## src/rtl/icap_pkg.sv

```systemverilog
package icap_pkg;

  typedef enum logic [2:0] {
    CAP_OFF    = 3'd0,
    CAP_ANY    = 3'd1,
    CAP_RSV2   = 3'd2,
    CAP_RISE   = 3'd3,
    CAP_RISE4  = 3'd4,
    CAP_RISE16 = 3'd5,
    CAP_RSV6   = 3'd6,
    CAP_RSV7   = 3'd7
  } cap_mode_e;

  // True for codes that produce captures
  function automatic logic mode_active(cap_mode_e m);
    return (m == CAP_ANY) || (m == CAP_RISE) || (m == CAP_RISE4) || (m == CAP_RISE16);
  endfunction

  // True for codes that divide rising edges
  function automatic logic mode_divided(cap_mode_e m);
    return (m == CAP_RISE4) || (m == CAP_RISE16);
  endfunction

  // Number of rising edges per capture in a divided mode
  function automatic int prescale_len(cap_mode_e m, int lo_div, int hi_div);
    case (m)
      CAP_RISE4:  return lo_div;
      CAP_RISE16: return hi_div;
      default:    return 1;
    endcase
  endfunction

endpackage

```

## src/rtl/icap_sync_edge.sv

```systemverilog
module icap_sync_edge #(
  parameter int STAGES = 2
) (
  input  logic clk,
  input  logic rst_n,
  input  logic pin,
  output logic rise,
  output logic fall
);
  logic [STAGES-1:0] sh;
  logic              prev;
  logic              synced;

  assign synced = sh[STAGES-1];

  always_ff @(posedge clk or negedge rst_n) begin
    if (!rst_n) begin
      sh   <= '0;
      prev <= 1'b0;
    end else begin
      sh   <= {sh[STAGES-2:0], pin};
      prev <= synced;
    end
  end

  assign rise = synced & ~prev;
  assign fall = ~synced & prev;
endmodule

```

## src/rtl/icap_prescale.sv

```systemverilog
module icap_prescale
  import icap_pkg::*;
#(
  parameter int LO_DIV = 4,
  parameter int HI_DIV = 16,
  localparam int PS_W  = $clog2(HI_DIV)
) (
  input  logic      clk,
  input  logic      rst_n,
  input  logic      en,
  input  logic      restart,
  input  cap_mode_e mode,
  input  logic      rise,
  input  logic      fall,
  output logic      fire
);
  logic [PS_W-1:0] pcnt;
  logic [PS_W-1:0] last;
  logic            raw;

  assign last = PS_W'(prescale_len(mode, LO_DIV, HI_DIV) - 1);

  always_comb begin
    case (mode)
      CAP_ANY:               raw = rise | fall;
      CAP_RISE:              raw = rise;
      CAP_RISE4, CAP_RISE16: raw = rise && (pcnt == last);
      default:               raw = 1'b0;
    endcase
  end

  assign fire = en & raw;

  always_ff @(posedge clk or negedge rst_n) begin
    if (!rst_n)
      pcnt <= '0;
    else if (!en || restart)
      pcnt <= '0;
    else if (rise && mode_divided(mode))
      pcnt <= (pcnt == last) ? '0 : pcnt + 1'b1;
  end
endmodule

```

## src/rtl/icap_fifo.sv

```systemverilog
module icap_fifo #(
  parameter int W     = 16,
  parameter int DEPTH = 4,
  localparam int AW   = $clog2(DEPTH),
  localparam int LW   = AW + 1
) (
  input  logic          clk,
  input  logic          rst_n,
  input  logic          push,
  input  logic [W-1:0]  wdata,
  input  logic          pop,
  output logic [W-1:0]  rdata,
  output logic [LW-1:0] level,
  output logic          empty,
  output logic          drop
);
  logic [W-1:0]  mem [DEPTH];
  logic [AW-1:0] wp, rp;
  logic          full, push_ok, pop_ok;

  function automatic logic [AW-1:0] bump(logic [AW-1:0] p);
    return (p == AW'(DEPTH - 1)) ? '0 : p + 1'b1;
  endfunction

  assign full    = (level == LW'(DEPTH));
  assign empty   = (level == '0);
  assign push_ok = push & ~full;
  assign pop_ok  = pop & ~empty;
  assign drop    = push & full;
  assign rdata   = mem[rp];

  always_ff @(posedge clk) begin
    if (push_ok) mem[wp] <= wdata;
  end

  always_ff @(posedge clk or negedge rst_n) begin
    if (!rst_n) begin
      wp    <= '0;
      rp    <= '0;
      level <= '0;
    end else begin
      if (push_ok) wp <= bump(wp);
      if (pop_ok)  rp <= bump(rp);
      case ({push_ok, pop_ok})
        2'b10:   level <= level + 1'b1;
        2'b01:   level <= level - 1'b1;
        default: level <= level;
      endcase
    end
  end
endmodule

```

## src/rtl/icap_irq_div.sv

```systemverilog
module icap_irq_div #(
  parameter int SEL_W = 2
) (
  input  logic             clk,
  input  logic             rst_n,
  input  logic             clr,
  input  logic             evt,
  input  logic [SEL_W-1:0] sel,
  output logic             irq
);
  logic [SEL_W-1:0] cnt;

  // Reached the selected count of prior events
  function automatic logic due(logic [SEL_W-1:0] c, logic [SEL_W-1:0] s);
    return c >= s;
  endfunction

  always_ff @(posedge clk or negedge rst_n) begin
    if (!rst_n) begin
      cnt <= '0;
      irq <= 1'b0;
    end else if (clr) begin
      cnt <= '0;
      irq <= 1'b0;
    end else begin
      irq <= evt && due(cnt, sel);
      if (evt) cnt <= due(cnt, sel) ? '0 : cnt + 1'b1;
    end
  end
endmodule

```

## src/rtl/icap_channel.sv

```systemverilog
module icap_channel
  import icap_pkg::*;
#(
  parameter int TB_W        = 16,
  parameter int DEPTH       = 4,
  parameter int SYNC_STAGES = 2,
  parameter int LO_DIV      = 4,
  parameter int HI_DIV      = 16,
  parameter int SEL_W       = 2,
  localparam int LVL_W      = $clog2(DEPTH) + 1
) (
  input  logic             clk,
  input  logic             rst_n,
  input  logic [2:0]       mode_i,
  input  logic             mode_wr_i,
  input  logic [SEL_W-1:0] irq_every_i,
  input  logic             sync_hold_i,
  input  logic             pin_i,
  input  logic [TB_W-1:0]  timebase_i,
  input  logic             rd_i,
  output logic [TB_W-1:0]  rd_data_o,
  output logic             not_empty_o,
  output logic             overflow_o,
  output logic             irq_o
);
  cap_mode_e        mode_q;
  logic             run;
  logic             edge_rise, edge_fall;
  logic             cap_evt;
  logic             fifo_drop, fifo_empty;
  logic [LVL_W-1:0] fifo_level;

  always_ff @(posedge clk or negedge rst_n) begin
    if (!rst_n)         mode_q <= CAP_OFF;
    else if (mode_wr_i) mode_q <= cap_mode_e'(mode_i);
  end

  assign run = mode_active(mode_q) & ~sync_hold_i;

  icap_sync_edge #(.STAGES(SYNC_STAGES)) u_sync (
    .clk (clk),
    .rst_n (rst_n),
    .pin (pin_i),
    .rise (edge_rise),
    .fall (edge_fall)
  );

  icap_prescale #(.LO_DIV(LO_DIV), .HI_DIV(HI_DIV)) u_ps (
    .clk (clk),
    .rst_n (rst_n),
    .en (run),
    .restart (mode_wr_i),
    .mode (mode_q),
    .rise (edge_rise),
    .fall (edge_fall),
    .fire (cap_evt)
  );

  icap_fifo #(.W(TB_W), .DEPTH(DEPTH)) u_fifo (
    .clk (clk),
    .rst_n (rst_n),
    .push (cap_evt),
    .wdata (timebase_i),
    .pop (rd_i),
    .rdata (rd_data_o),
    .level (fifo_level),
    .empty (fifo_empty),
    .drop (fifo_drop)
  );

  icap_irq_div #(.SEL_W(SEL_W)) u_irq (
    .clk (clk),
    .rst_n (rst_n),
    .clr (mode_wr_i | sync_hold_i),
    .evt (cap_evt),
    .sel (irq_every_i),
    .irq (irq_o)
  );

  always_ff @(posedge clk or negedge rst_n) begin
    if (!rst_n)                overflow_o <= 1'b0;
    else if (mode_q == CAP_OFF) overflow_o <= 1'b0;
    else if (fifo_drop)        overflow_o <= 1'b1;
  end

  assign not_empty_o = ~fifo_empty;
endmodule

```

## config.mk

```make
export PLATFORM = sky130hd
export DESIGN_NAME = icap_channel
export DESIGN_NICKNAME = d
export VERILOG_FILES = /design/src/rtl/icap_pkg.sv /design/src/rtl/icap_sync_edge.sv /design/src/rtl/icap_prescale.sv /design/src/rtl/icap_fifo.sv /design/src/rtl/icap_irq_div.sv /design/src/rtl/icap_channel.sv
export SDC_FILE = /design/constraint.sdc
export NUM_CORES = 1
export LEC_CHECK = 0
export ABC_AREA = 1
export BUFFER_PORTS_ARGS = -buffer_cell sky130_fd_sc_hd__buf_4
export CORE_MARGIN = 2
export CORE_UTILIZATION = 45
export CTS_CLUSTER_DIAMETER = 200
export DETAILED_ROUTE_END_ITERATION = 8
export PLACE_DENSITY_LB_ADDON = 0.15
export SYNTH_ARGS = -nofsm -noshare
export SYNTH_HDL_FRONTEND = slang
export SYNTH_HIERARCHICAL = 1
export SYNTH_SLANG_ARGS = --single-unit
```

## constraint.sdc

```tcl
create_clock -name clk -period 3.19 [get_ports clk]
set_input_delay 0.319 -clock clk [delete_from_list [all_inputs] [get_ports clk]]
set_output_delay 0.319 -clock clk [all_outputs]
set_load 0.02 [all_outputs]
```

==> flow_metrics.env, run 1 <==
export IMPL_postSynthAreaPerCell_um2=11.4
export IMPL_grtUsageTotal_pct=15.1
export IMPL_antenna_found_initial=0
export IMPL_num_rows=34
export IMPL_outcome="completed"
export IMPL_syn_nets=397
export IMPL_yosysWarnings=6
export IMPL_crit_type="reg2reg"
export IMPL_sequentialPowerShare_pct=40.0
export IMPL_syn_inst=360
export IMPL_setup_tns_final_ps=0
export IMPL_drive_above_1_share_pct=33.0
export IMPL_gr_total_overflow=0
export IMPL_hold_viol=0
export IMPL_core_area_um2=8760
export IMPL_cts_root_buffer_cell="clkbuf_8"
export IMPL_die_height_um=99.4
export IMPL_timing_hold_ws_ps=71.2
export IMPL_cellPowerDensity_nw_per_um2=728
export IMPL_hpwl_um=4520
export IMPL_yosysTopAreaCell="edfxtp_1"
export IMPL_ys_types=33
export IMPL_holdBufCountCts=1
export IMPL_synth_edff_count=64
export IMPL_dp_slack_ps=717
export IMPL_drc=0
export IMPL_swShare_pct=37.2
export IMPL_place_inst=509
export IMPL_tritoncts="yes"
export IMPL_antenna_cells=0
export IMPL_syn_to_final_growth_pct=15.2
export IMPL_crit_fanout=7
export IMPL_ys_seq_area_share_pct=59.7
export IMPL_async_flop_share_pct=24.7
export IMPL_drv_cap=0
export IMPL_combPwrFrac_pct=37.3
export IMPL_maxSlewHeadroom_pct=57.7
export IMPL_cts_max_level=3
export IMPL_routed_wl_um=6870
export IMPL_rsz0062_at_grt="no"
export IMPL_drt_iter0_markers=108
export IMPL_placement_io_buffers=45
export IMPL_initial_core_util_pct=46.8
export IMPL_finalCoreUtilization_pct=53.9
export IMPL_dieArea_um2=9890
export IMPL_slew_violations=0
export IMPL_wl_per_cell_um=13.1
export IMPL_die_x_um=99.4
export IMPL_drt_pass1_iterations=4
export IMPL_cts_buffer_depth=2
export IMPL_grt_start_max_net_pins=44
export IMPL_internal_power_mw=2.16
export IMPL_vdd_drop_max_mv=0.300
export IMPL_p_clk_share_pct=22.6
export IMPL_cts_buffers=9
export IMPL_cts_resized=0
export IMPL_final_nets=450
export IMPL_place_area_um2=4510
export IMPL_min_period_over_period_pct=76.7
export IMPL_synth_commonest_cells="68 x inv_1, 64 x edfxtp_1, 59 x nand2_1, 28 x nand2_2, 23 x o211ai_2"
export IMPL_grt_pass1_wl_um=11600
export IMPL_grt_pass1_vias=2475
export IMPL_period_minus_slack_ps=2450
export IMPL_post_cts_buffers=0
export IMPL_cp_end_kind="flip-flop"
export IMPL_cts_num_sinks=85
export IMPL_fin_ws_ps=744
export IMPL_stdcell_area_um2=4720
export IMPL_arrival_ps=2720
export IMPL_p_total_mw=3.43
export IMPL_startpoint_type="flip-flop"
export IMPL_yosysMostFrequentCell="inv_1"
export IMPL_p_sw_mw=1.28
export IMPL_via_per_inst=4.88
export IMPL_ys_ff_latch=85
export IMPL_io_pins=46
export IMPL_leakage_nw=2.07
export IMPL_insertion_delay_ps=350
export IMPL_setup_viol=0
export IMPL_synth_area_top_cells="edfxtp_1 47%, dfrtp_1 13%, o211ai_2 7.0%, inv_1 6.2%, nand2_1 5.4%"
export IMPL_drtAntennaViolNets=0
export IMPL_clkTransAtPathRegs_ps=90
export IMPL_syn_area_um2=4100
export IMPL_min_path_type="in2reg"
export IMPL_ys_flop_type="edfxtp_1"
export IMPL_n_fill_cell=793
export IMPL_finClkSkew_ps=11.9
export IMPL_vias=2568
export IMPL_max_freq_mhz=409
export IMPL_layoutNonFillerInstCount=526
export IMPL_worst_pin_slew_ps=634
export IMPL_yosysTopAreaCellShare_pct=46.9
export IMPL_gp_congestion=0.848
export IMPL_crit_required_ps=3460
## final cells by class
| class | count | area, um^2 | share of cell area (%) |
|---|---|---|---|
| sequential | 85 | 2450 | 51.9 |
| multi-input combinational | 191 | 1240 | 26.3 |
| timing repair buffer | 52 | 405 | 8.59 |
| inverter | 74 | 284 | 6.02 |
| tap | 108 | 135 | 2.86 |
| clock buffer | 9 | 124 | 2.62 |
| clock inverter | 7 | 80.1 | 1.70 |
## power by group through the flow
| stage | combinational (mW) | sequential, mW | clock (mW) |
|---|---|---|---|
| finish | 1.28 | 1.37 | 0.778 |
| detailed placement | 1.31 | 1.40 | 0 |
| CTS | 1.31 | 1.38 | 0.808 |
| global placement | 1.28 | 1.40 | 0 |
| global route | 1.42 | 1.39 | 0.849 |
| floorplan | 1.08 | 1.33 | 0 |
## cell families after synthesis
family                     Yosys count  synth area share, %
and+or+nand+nor                    130                 15.5
DFF                                 85                 59.7
buffers and inverters               84                 10.0
AOI/OAI and AO/OA                   49                 11.1
adders and majority gates           10                 3.24
xor gates and xnor gates             2                0.427
## final timing paths
check / to / cells past startpoint / from / slack [ps]
hold / removal: u_sync/sh[0]$_DFF_PN0_ / 1 / pin_i / 70
min in group asynchronous: u_irq/cnt[0]$_DFFE_PN0P_ / 2 / rst_n / 380
hold reg to reg: u_sync/sh[1]$_DFF_PN0_ / 0 / u_sync/sh[0]$_DFF_PN0_ / 360
max in group asynchronous: u_fifo/rp[0]$_DFFE_PN0P_ / 2 / rst_n / 2570
setup / recovery: u_fifo/level[1]$_DFFE_PN0P_ / 12 / mode_q[0]$_DFFE_PN0P_ / 740
setup reg to reg: u_fifo/level[1]$_DFFE_PN0P_ / 12 / mode_q[0]$_DFFE_PN0P_ / 740
## registers in the layout, indices dropped and copies added, names as in the netlist
name          flops
u_fifo/level      3
u_fifo/rp         2
u_ps/pcnt         4
overflow_o        1
u_irq/irq         1
u_fifo/mem       64
u_fifo/wp         2
u_sync/prev       1
u_irq/cnt         2
u_sync/sh         2
mode_q            3
## routing by layer
metal / share of wire (%) / global-route usage [%] / vias to the layer above
li1: - / - / 1295
met1: 43 / 18.4 / 1210
met2: 51 / 26.0 / 52
met3: 4.6 / 3.72 / 11
met4: 1.8 / 6.11 / 0
met5: 0 / 0 / -
## critical path, stage by stage, from the launching register on
cell	delay [ps]
dfrtp_1	440
nor2_1	180
nand2_2	110
nand2_4	90
nand2_4	60
clkinv_2	80
nand3_2	90
a21oi_2	280
nand2_2	160
ha_1	240
inv_1	90
fa_1	410
o21ai_0	150
## layout by cell type (no fill, tap or decap), types with 2 or more instances in the layout
cell	instances
inv_1	68
edfxtp_1	64
nand2_1	59
buf_4	50
nand2_2	28
o211ai_2	23
dfrtp_1	20
nor2_1	15
nand3_1	13
clkbuf_8	9
o211ai_1	9
ha_1	9
o21ai_0	5
a21oi_1	5
inv_2	4
nor2_2	4
o21ai_1	3
inv_6	3
nand3_2	3
nand4_1	3
a21oi_2	3
clkinv_2	2
nand2_4	2
No activity file was read; power rests on OpenSTA's default activity.
==> inputs of run 2 (changes only) <==
==> constraint.sdc (replaced) <==
create_clock -name clk -period 2.5 [get_ports clk]
set_input_delay 0.25 -clock clk [delete_from_list [all_inputs] [get_ports clk]]
set_output_delay 0.25 -clock clk [all_outputs]
set_load 0.02 [all_outputs]
==> run 2 against run 1 <==
  * Final cell count rose by 1.3%
  * Clock-buffer cell count is 1 higher
  * Sequential power rose by 29%
==> flow_metrics.env, run 2 (synthesized netlist as in run 1, its figures left out) <==
export IMPL_insertion_delay_ps=350
export IMPL_worst_pin_slew_ps=628
export IMPL_slew_violations=0
export IMPL_syn_to_final_growth_pct=16.4
export IMPL_vias=2542
export IMPL_hpwl_um=4810
export IMPL_cp_end_kind="flip-flop"
export IMPL_max_freq_mhz=445
export IMPL_placement_io_buffers=45
export IMPL_finClkSkew_ps=10.7
export IMPL_drive_above_1_share_pct=33.9
export IMPL_final_nets=457
export IMPL_final_common_cell="inv_1"
export IMPL_wl_met2_um=3480
export IMPL_wl_per_cell_um=12.9
export IMPL_initial_core_util_pct=46.8
export IMPL_setup_tns_final_ps=0
export IMPL_drc=0
export IMPL_cellPowerDensity_nw_per_um2=918
export IMPL_antenna_cells=0
export IMPL_crit_type="reg2reg"
export IMPL_dieArea_um2=9890
export IMPL_tritoncts="yes"
export IMPL_drtAntennaViolNets=0
export IMPL_wl_met3_um=243
export IMPL_drv_cap=0
export IMPL_gp_congestion=0.839
export IMPL_antenna_found_initial=0
export IMPL_die_x_um=99.4
export IMPL_min_path_type="in2reg"
export IMPL_cts_root_buffer_cell="clkbuf_8"
export IMPL_cts_max_level=3
export IMPL_setup_viol=0
export IMPL_cts_buffers=9
export IMPL_outcome="completed"
export IMPL_core_area_um2=8760
export IMPL_drt_pass1_iterations=4
export IMPL_startpoint_type="flip-flop"
export IMPL_grt_start_max_net_pins=41
export IMPL_grt_pass1_vias=2487
export IMPL_period_minus_slack_ps=2250
export IMPL_die_height_um=99.4
export IMPL_grtUsageTotal_pct=15.2
export IMPL_cts_buffer_depth=2
export IMPL_crit_required_ps=2770
export IMPL_routed_wl_um=6890
export IMPL_min_period_over_period_pct=90.0
export IMPL_via_per_inst=4.77
export IMPL_reg_top3="u_fifo/mem: 64 flops, u_ps/pcnt: 4 flops"
export IMPL_top_layer="met4"
export IMPL_post_cts_buffers=0
export IMPL_io_pins=46
export IMPL_final_cell_mix="68 x inv_1, 64 x edfxtp_1, 59 x nand2_1"
export IMPL_timing_hold_ws_ps=94.0
export IMPL_drt_iter0_markers=85
export IMPL_num_rows=34
export IMPL_cts_num_sinks=85
export IMPL_clkTransAtPathRegs_ps=90
export IMPL_leakage_nw=2.10
export IMPL_largest_register="u_fifo/mem"
export IMPL_gr_total_overflow=0
export IMPL_vdd_drop_max_mv=0.408
export IMPL_crit_fanout=8
export IMPL_hold_viol=0
export IMPL_rsz0062_at_grt="no"
export IMPL_met1_length_um=3070
export IMPL_maxSlewHeadroom_pct=58.2
export IMPL_largest_reg_flops=64
export IMPL_arrival_ps=2520
export IMPL_grt_pass1_wl_um=11600
-- run 2: cell count changes in the layout (fill, tap and decap cells not counted), sizes merged --
cell         before  now
clkinvlp          1    3
inv              76   74
clkinv            3    2
clkbuf            9   10
buf              51   57
dlygate4sd3       1    2
-- run 2: area by class of cell --
cell class | count | area [um^2]
clock buffers | 10 | 128
clock inverters | 6 | 70.1
fillers | 770 | 3990
inverters | 74 | 284
multi-input cells | 191 | 1250
flip-flops and latches | 85 | 2450
well taps | 108 | 135
repair buffers | 59 | 460
-- run 2: per-layer routing --
layer / up-vias / global-route usage (%)
met5: - / 0
met4: 0 / 5.90
met3: 8 / 3.65
met2: 34 / 25.4
met1: 1196 / 19.1
li1: 1304 / -
-- run 2: worst max-delay path, stage by stage (launching register included) --
cell	delay (ps)
dfrtp_1	490
nand3_2	170
nand2_4	120
nand2_4	60
clkinv_2	80
nand3_2	80
a21oi_2	150
nand2_2	130
ha_1	230
inv_1	90
fa_1	410
o21ai_0	160
-- run 2: per-stage QoR --
step	setup WS, ps	power [mW]	instances	cell area [um^2]	utilization (%)
final	251	4.38	533	4770	54.5
after global routing	25.9	4.69	533	4770	54.5
after CTS	200	4.44	533	4770	54.4
after detailed placement	228	3.47	515	4550	51.9
after global placement	304	3.44	515	4550	51.9
after floorplan	85.8	3.07	360	4100	-
-- run 2: worst paths after layout --
| path | from | endpoint | slack (ps) | cells after the start |
|---|---|---|---|---|
| setup / recovery | mode_q[2]$_DFFE_PN0P_ | u_fifo/level[1]$_DFFE_PN0P_ | 250 | 11 |
| hold / removal | timebase_i[13] | u_fifo/mem[1][13]$_DFFE_PP_ | 90 | 1 |
| setup reg to reg | mode_q[2]$_DFFE_PN0P_ | u_fifo/level[1]$_DFFE_PN0P_ | 250 | 11 |
| hold reg to reg | u_sync/sh[0]$_DFF_PN0_ | u_sync/sh[1]$_DFF_PN0_ | 360 | 0 |
| max in group asynchronous | rst_n | u_fifo/rp[0]$_DFFE_PN0P_ | 1950 | 2 |
| min in group asynchronous | rst_n | u_irq/cnt[0]$_DFFE_PN0P_ | 320 | 2 |
-- run 2: what timing repair did --
item                                    in CTS  in global routing
endpoints found under the setup margin       0                  1
resized for setup                            0                  1
hold endpoints to repair                    22                  0
hold buffers                                 2                  0
-- run 2: where the power goes --
part / leakage (nW) / internal, mW / switching, mW
clock network: 0.0895 / 0.469 / 0.490
logic: 1.17 / 0.684 / 0.970
registers: 0.843 / 1.60 / 0.167
